File: src/rtl/wbc_pkg.sv
package wbc_pkg;
  localparam int PA_W      = 24;
  localparam int WORD_W    = 32;
  localparam int BE_W      = WORD_W / 8;
  localparam int BYTE_LOG2 = 2;

  typedef enum logic [1:0] {
    CS_IDLE,
    CS_WBACK,
    CS_TURN,
    CS_FILL
  } cache_state_e;

  // replace the enabled bytes of a stored word with the new ones
  function automatic logic [WORD_W-1:0] merge_bytes(
    input logic [WORD_W-1:0] old_w,
    input logic [WORD_W-1:0] new_w,
    input logic [BE_W-1:0]   be
  );
    logic [WORD_W-1:0] r;
    r = old_w;
    for (int b = 0; b < BE_W; b++) begin
      if (be[b]) r[8*b +: 8] = new_w[8*b +: 8];
    end
    return r;
  endfunction
endpackage

File: src/rtl/wbc_tag_match.sv
module wbc_tag_match #(
  parameter int WAYS  = 2,
  parameter int TAG_W = 17,
  localparam int WAY_W = (WAYS > 1) ? $clog2(WAYS) : 1
) (
  input  logic [WAYS*TAG_W-1:0] set_tags,
  input  logic [WAYS-1:0]       set_valid,
  input  logic [TAG_W-1:0]      look_tag,
  output logic [WAYS-1:0]       hit_vec,
  output logic                  hit,
  output logic [WAY_W-1:0]      hit_way
);
  for (genvar g = 0; g < WAYS; g++) begin : g_way
    assign hit_vec[g] = set_valid[g] && (set_tags[g*TAG_W +: TAG_W] == look_tag);
  end

  assign hit = |hit_vec;

  always_comb begin
    hit_way = '0;
    for (int w = 0; w < WAYS; w++) begin
      if (hit_vec[w]) hit_way = WAY_W'(w);
    end
  end
endmodule

File: src/rtl/wbc_lru.sv
module wbc_lru #(
  parameter int WAYS = 2,
  parameter int SETS = 8,
  localparam int WAY_W = $clog2(WAYS),
  localparam int SET_W = $clog2(SETS)
) (
  input  logic             clk,
  input  logic             rst_n,
  input  logic             touch,
  input  logic [SET_W-1:0] touch_set,
  input  logic [WAY_W-1:0] touch_way,
  input  logic [SET_W-1:0] query_set,
  input  logic [WAYS-1:0]  query_valid,
  output logic [WAY_W-1:0] victim_way
);
  // per way an age: 0 is most recent, WAYS-1 is oldest; ages in a set form a permutation
  logic [WAY_W-1:0] age_q [SETS][WAYS];

  always_ff @(posedge clk or negedge rst_n) begin
    if (!rst_n) begin
      for (int s = 0; s < SETS; s++) begin
        for (int w = 0; w < WAYS; w++) begin
          age_q[s][w] <= WAY_W'(w);
        end
      end
    end else if (touch) begin
      for (int w = 0; w < WAYS; w++) begin
        if (WAY_W'(w) == touch_way) begin
          age_q[touch_set][w] <= '0;
        end else if (age_q[touch_set][w] < age_q[touch_set][touch_way]) begin
          age_q[touch_set][w] <= age_q[touch_set][w] + 1'b1;
        end
      end
    end
  end

  always_comb begin
    logic found;
    found      = 1'b0;
    victim_way = '0;
    for (int w = 0; w < WAYS; w++) begin
      if (!found && !query_valid[w]) begin
        victim_way = WAY_W'(w);
        found      = 1'b1;
      end
    end
    if (!found) begin
      for (int w = 0; w < WAYS; w++) begin
        if (age_q[query_set][w] == WAY_W'(WAYS - 1)) victim_way = WAY_W'(w);
      end
    end
  end
endmodule

File: src/rtl/wbc_burst.sv
module wbc_burst #(
  parameter int BEATS = 4,
  localparam int BEAT_W = $clog2(BEATS)
) (
  input  logic              clk,
  input  logic              rst_n,
  input  logic              active,
  input  logic              mem_ready,
  output logic [BEAT_W-1:0] beat,
  output logic              last
);
  logic [BEAT_W-1:0] beat_q;

  assign beat = beat_q;
  assign last = active && mem_ready && (beat_q == BEAT_W'(BEATS - 1));

  always_ff @(posedge clk or negedge rst_n) begin
    if (!rst_n) begin
      beat_q <= '0;
    end else if (!active || last) begin
      beat_q <= '0;
    end else if (mem_ready) begin
      beat_q <= beat_q + 1'b1;
    end
  end
endmodule

File: src/rtl/wbc_cache.sv
module wbc_cache
  import wbc_pkg::*;
#(
  parameter int WAY_LOG2  = 1,
  parameter int LINE_LOG2 = 4,
  parameter int WORD_LOG2 = 2
) (
  input  logic              clk,
  input  logic              rst_n,
  input  logic              req_valid,
  input  logic              req_write,
  input  logic [PA_W-1:0]   req_addr,
  input  logic [BE_W-1:0]   req_be,
  input  logic [WORD_W-1:0] req_wdata,
  output logic              req_stall,
  output logic              req_ack,
  output logic [WORD_W-1:0] req_rdata,
  output logic              mem_req,
  output logic              mem_we,
  output logic [PA_W-1:0]   mem_addr,
  output logic [WORD_W-1:0] mem_wdata,
  input  logic              mem_ready,
  input  logic [WORD_W-1:0] mem_rdata
);
  localparam int WAYS     = 1 << WAY_LOG2;
  localparam int SET_LOG2 = LINE_LOG2 - WAY_LOG2;
  localparam int SETS     = 1 << SET_LOG2;
  localparam int WPL      = 1 << WORD_LOG2;
  localparam int LINES    = 1 << LINE_LOG2;
  localparam int IDX_LO   = BYTE_LOG2 + WORD_LOG2;
  localparam int TAG_LO   = IDX_LO + SET_LOG2;
  localparam int TAG_W    = PA_W - TAG_LO;
  localparam int SLOT_W   = LINE_LOG2 + WORD_LOG2;
  localparam int SLOTS    = 1 << SLOT_W;

  // ---------------- address arithmetic ----------------
  function automatic logic [TAG_W-1:0] tag_of(input logic [PA_W-1:0] a);
    return a[PA_W-1:TAG_LO];
  endfunction

  function automatic logic [SET_LOG2-1:0] set_of(input logic [PA_W-1:0] a);
    return a[TAG_LO-1:IDX_LO];
  endfunction

  function automatic logic [WORD_LOG2-1:0] word_of(input logic [PA_W-1:0] a);
    return a[IDX_LO-1:BYTE_LOG2];
  endfunction

  function automatic logic [LINE_LOG2-1:0] line_of(input logic [WAY_LOG2-1:0] way,
                                                   input logic [SET_LOG2-1:0] set);
    return {way, set};
  endfunction

  function automatic logic [PA_W-1:0] beat_addr(input logic [TAG_W-1:0] tag,
                                                input logic [SET_LOG2-1:0] set,
                                                input logic [WORD_LOG2-1:0] word);
    return {tag, set, word, {BYTE_LOG2{1'b0}}};
  endfunction

  // ---------------- storage ----------------
  logic [TAG_W-1:0]  tag_q [LINES];
  logic [LINES-1:0]  valid_q;
  logic [LINES-1:0]  dirty_q;
  logic [WORD_W-1:0] data_q [SLOTS];

  cache_state_e state_q, state_d;

  logic [WAY_LOG2-1:0]  vic_way_q;
  logic [SET_LOG2-1:0]  miss_set_q;
  logic [TAG_W-1:0]     miss_tag_q;
  logic [TAG_W-1:0]     vic_tag_q;

  // ---------------- lookup ----------------
  logic [TAG_W-1:0]      req_tag;
  logic [SET_LOG2-1:0]   req_set;
  logic [WORD_LOG2-1:0]  req_word;
  logic                  unused_byte_bits;

  assign req_tag          = tag_of(req_addr);
  assign req_set          = set_of(req_addr);
  assign req_word         = word_of(req_addr);
  assign unused_byte_bits = ^req_addr[BYTE_LOG2-1:0];

  logic [WAYS*TAG_W-1:0] set_tags;
  logic [WAYS-1:0]       set_valid;

  always_comb begin
    for (int w = 0; w < WAYS; w++) begin
      set_tags[w*TAG_W +: TAG_W] = tag_q[line_of(WAY_LOG2'(w), req_set)];
      set_valid[w]               = valid_q[line_of(WAY_LOG2'(w), req_set)];
    end
  end

  logic [WAYS-1:0]     hit_vec;
  logic                hit;
  logic [WAY_LOG2-1:0] hit_way;
  logic [WAY_LOG2-1:0] victim_way;

  wbc_tag_match #(.WAYS(WAYS), .TAG_W(TAG_W)) u_match (
    .set_tags  (set_tags),
    .set_valid (set_valid),
    .look_tag  (req_tag),
    .hit_vec   (hit_vec),
    .hit       (hit),
    .hit_way   (hit_way)
  );

  // ---------------- named internal events ----------------
  logic hit_ack;
  logic miss_go;
  logic active;
  logic wb_done;
  logic fill_done;
  logic fill_beat;
  logic last;
  logic [WORD_LOG2-1:0] beat;

  assign hit_ack   = req_valid && (state_q == CS_IDLE) && hit;
  assign miss_go   = req_valid && (state_q == CS_IDLE) && !hit;
  assign active    = (state_q == CS_WBACK) || (state_q == CS_FILL);
  assign wb_done   = (state_q == CS_WBACK) && last;
  assign fill_done = (state_q == CS_FILL) && last;
  assign fill_beat = (state_q == CS_FILL) && mem_ready;

  wbc_lru #(.WAYS(WAYS), .SETS(SETS)) u_lru (
    .clk         (clk),
    .rst_n       (rst_n),
    .touch       (hit_ack),
    .touch_set   (req_set),
    .touch_way   (hit_way),
    .query_set   (req_set),
    .query_valid (set_valid),
    .victim_way  (victim_way)
  );

  wbc_burst #(.BEATS(WPL)) u_burst (
    .clk       (clk),
    .rst_n     (rst_n),
    .active    (active),
    .mem_ready (mem_ready),
    .beat      (beat),
    .last      (last)
  );

  logic [LINE_LOG2-1:0] hit_line;
  logic [LINE_LOG2-1:0] vic_line;
  logic [LINE_LOG2-1:0] buf_line;
  logic                 vic_dirty;

  assign hit_line  = line_of(hit_way, req_set);
  assign vic_line  = line_of(victim_way, req_set);
  assign buf_line  = line_of(vic_way_q, miss_set_q);
  assign vic_dirty = valid_q[vic_line] && dirty_q[vic_line];

  // ---------------- requester side ----------------
  assign req_ack   = hit_ack;
  assign req_stall = req_valid && !hit_ack;
  assign req_rdata = data_q[{hit_line, req_word}];

  // ---------------- memory side ----------------
  assign mem_req   = active;
  assign mem_we    = (state_q == CS_WBACK);
  assign mem_addr  = beat_addr(mem_we ? vic_tag_q : miss_tag_q, miss_set_q, beat);
  assign mem_wdata = data_q[{buf_line, beat}];

  // ---------------- control ----------------
  always_comb begin
    state_d = state_q;
    unique case (state_q)
      CS_IDLE:  if (miss_go) state_d = vic_dirty ? CS_WBACK : CS_FILL;
      CS_WBACK: if (last) state_d = CS_TURN;
      CS_TURN:  state_d = CS_FILL;
      CS_FILL:  if (last) state_d = CS_IDLE;
      default:  state_d = CS_IDLE;
    endcase
  end

  always_ff @(posedge clk or negedge rst_n) begin
    if (!rst_n) begin
      state_q    <= CS_IDLE;
      vic_way_q  <= '0;
      miss_set_q <= '0;
      miss_tag_q <= '0;
      vic_tag_q  <= '0;
    end else begin
      state_q <= state_d;
      if (miss_go) begin
        vic_way_q  <= victim_way;
        miss_set_q <= req_set;
        miss_tag_q <= req_tag;
        vic_tag_q  <= tag_q[vic_line];
      end
    end
  end

  always_ff @(posedge clk or negedge rst_n) begin
    if (!rst_n) begin
      valid_q <= '0;
      dirty_q <= '0;
    end else if (fill_done) begin
      valid_q[buf_line] <= 1'b1;
      dirty_q[buf_line] <= 1'b0;
    end else if (hit_ack && req_write) begin
      dirty_q[hit_line] <= 1'b1;
    end
  end

  always_ff @(posedge clk) begin
    if (fill_done) tag_q[buf_line] <= miss_tag_q;
  end

  always_ff @(posedge clk) begin
    if (fill_beat) begin
      data_q[{buf_line, beat}] <= mem_rdata;
    end else if (hit_ack && req_write) begin
      data_q[{hit_line, req_word}] <= merge_bytes(data_q[{hit_line, req_word}], req_wdata, req_be);
    end
  end
endmodule

File: config.mk
export PLATFORM = sky130hd
export DESIGN_NAME = wbc_cache
export DESIGN_NICKNAME = d
export VERILOG_FILES = /design/src/rtl/wbc_pkg.sv /design/src/rtl/wbc_tag_match.sv /design/src/rtl/wbc_lru.sv /design/src/rtl/wbc_burst.sv /design/src/rtl/wbc_cache.sv
export SDC_FILE = /design/constraint.sdc
export NUM_CORES = 2
export LEC_CHECK = 0
export BUFFER_PORTS_ARGS = -buffer_cell sky130_fd_sc_hd__buf_4
export CORE_ASPECT_RATIO = 0.6
export CORE_UTILIZATION = 40
export DETAILED_ROUTE_END_ITERATION = 10
export PLACE_DENSITY_LB_ADDON = 0.15
export SYNTH_ARGS = -nofsm -noshare
export SYNTH_HDL_FRONTEND = slang
export SYNTH_HIERARCHICAL = 1
export SYNTH_SLANG_ARGS = --single-unit
File: constraint.sdc
create_clock -name clk -period 6.19 [get_ports clk]
set_input_delay 0.619 -clock clk [delete_from_list [all_inputs] [get_ports clk]]
set_output_delay 0.619 -clock clk [all_outputs]
set_load 0.005 [all_outputs]
==> run metrics <==
register share of total power=43.8%; YS warnings=6; CP top delay family=simple AND/OR/NAND/NOR gates; drt first pass iters=6; LEAKAGE=about 40 nW; RSZ-0062 raised after global routing=false; Peak VDD IR=around 0.22 mV; worst slew pin tran=~1.5 ns; GRT Overall Usage=a little under 30%; Initial Utilization=around two fifths; Cell Pwr Density=approximately 340 nW/µm²; DR WL/cell=42.9 µm; final period utilization=94.1%; worst skew pair latency=slightly above 0.9 ns; layout cells sized above 1=38.4%; Net Sw Frac=approximately 30%; fmax=172 MHz; row cnt=around 150; Resized cells post-CTS=0; clock sink total=2410; Final #Nets=5821; global-route wire length before repair=around 550 mm; Cells after DPL=between 9000 and 10000; area of the die=274000 µm²; Vias=between 60000 and 70000; largest fanout on the critical path=19; I/O Pins=189; vias in the first global route=61900; Final Slew Violations=1; clock skew=around 0.062 ns; CTS Hold Bufs=18; initial antenna violation count=18; Core Area=roughly 270000 µm²; # setup viols final=0; final hold violations=0; Layout Cells excl Fill=approximately 9500; Required @ worst endpoint=5.57 ns; sw power=13.1 mW; Syn Area/Cell=approximately 20 µm²; clk slew on worst S/H paths=0.07 ns; Bufs and invs on worst path=3; vias per cell=6.77; chip height=406 µm; Area Overhead vs Synth=16.4%; pin count of the biggest net entering global routing=77; WP data arrival=between 5 and 6 ns; failing checks=max-capacitance violations, max-slew violations; Clock Tree Buf Depth=4; Congestion Overflow GR=0; root buffer cell=clkbuf_16; clock power share=between 30% and 40%; critical path type=reg -> out; CP Capture Type=output port; Max stage delay on crit path=0.67 ns; Cells after Synth=5299; post-route ant nets=0; Die Wd=675 µm; Worst slew margin=-1.01%; Int Pwr=roughly 30 mW; post-CTS setup buffer count=0; DP HPWL=approximately 250 mm; Final Power=between 40 and 50 mW; post-layout min period=between 5 and 6 ns; final WL=406 mm; CP Launch Type=register; port bufs=~180; Max Cap Viol=1; CTS tree=done; gpl congestion=about 0.86; status=finished, violations left; Logic pwr share=a little under a quarter; drt initial violations=~9900; CTS Buf Count=233; crit path cell chain=mux4_2 > nand2_1 > nand2_1 > xnor2_1 > nand4_2 > nor4_4 > buf_4 > nand2_4 > buf_12 > a21oi_1 > or4_1 > buf_4; Synth Cell Area=between 100000 and 150000 µm²; worst hold path class=in -> reg; post-route setup TNS=0 ns; Worst path slowest cell=xnor2_1; htree depth=4; Residual DRC=0
-- layer usage --
layer  up-vias  part of all wire (%)  track usage [%]
met2      4343                    42             41.0
met3       636                    13             9.12
met4         8                   3.3             8.42
met5         -                0.0099                0
li1      24000                     -                -
met1     35200                    42             44.9
-- metrics by stage --
step                hold WS, ns  instance area, µm²  utilization (%)  setup WS (ns)
floorplan                 0.323              109000                -          0.136
global placement          0.445              119000             44.3          0.362
detailed placement        0.448              119000             44.3          0.352
CTS                      0.0174              126000             47.1          0.477
global route             0.0490              126000             47.1          0.284
finish                   0.0674              126000             47.1          0.363
-- power by group through the flow --
stage / registers (mW) / clock network, mW / logic (mW)
detailed placement: 19.4 / 0 / 10.1
global placement: 19.3 / 0 / 10.1
floorplan: 19.0 / 0 / 5.55
finish: 19.0 / 14.2 / 10.2
global route: 19.1 / 15.0 / 10.5
CTS: 19.0 / 14.4 / 10.1
-- cell type report --
cell class | instances | area, µm²
Clock inverter | 138 | 1290
Multi-Input combinational cell | 2466 | 35600
Clock buffer | 276 | 5990
Tap cell | 3576 | 4470
Inverter | 20 | 75.1
Fill cell | 22100 | 142000
Sequential cell | 2410 | 71900
Timing Repair Buffer | 587 | 7060
Antenna cell | 3 | 7.51
-- final timing paths --
check | startpoint | to | slack [ns] | cells past startpoint
min in group asynchronous | rst_n | miss_tag_q[7]$_DFFE_PN0P_ | 0.25 | 2
max in group asynchronous | rst_n | u_burst/beat[1]$_DFFE_PN0P_ | 4.62 | 3
worst max-delay path | tag_q[15][0]$_DFFE_PP_ | req_rdata[31] | 0.36 | 12
worst max register to register | tag_q[3][4]$_DFFE_PP_ | data_q[19][3]$_DFFE_PP_ | 0.91 | 13
worst min register to register | valid_q[5]$_DFFE_PN0P_ | valid_q[5]$_DFFE_PN0P_ | 0.46 | 1
worst min-delay path | mem_ready | u_burst/beat[1]$_DFFE_PN0P_ | 0.07 | 3
-- worst register-to-register path: cells and delay by family, from the launching register on --
kind / cells / cell delay, ns
AND/OR/NAND/NOR: 9 / 2.59
multiplexers: 1 / 0.49
AO/OA/AOI/OAI: 1 / 0.92
flip-flops: 1 / 0.36
buffers and inverters: 1 / 0.32
XOR/XNOR: 1 / 0.20
-- cell usage in the layout (no fill, tap or decap), drive strengths merged, types with 32 or more instances in the layout --
cell,count
nor2,109
and3,38
or4,32
o21ai,55
mux4,1164
buf,569
clkbuf,276
mux2i,99
dfrtp,82
edfxtp,2320
clkinv,99
nand2,186
a221o,32
a22oi,314
mux2,49
a21oi,149
-- sequential cells by signal, summed over array words and instances (netlist names) --
register / cells
u_lru/age_q: 16
valid_q: 16
tag_q: 272
data_q: 2048
miss_set_q: 3
state_q: 2
vic_tag_q: 17
u_burst/beat: 2
dirty_q: 16
vic_way_q: 1
miss_tag_q: 17
(Power assumes the default switching activity.)
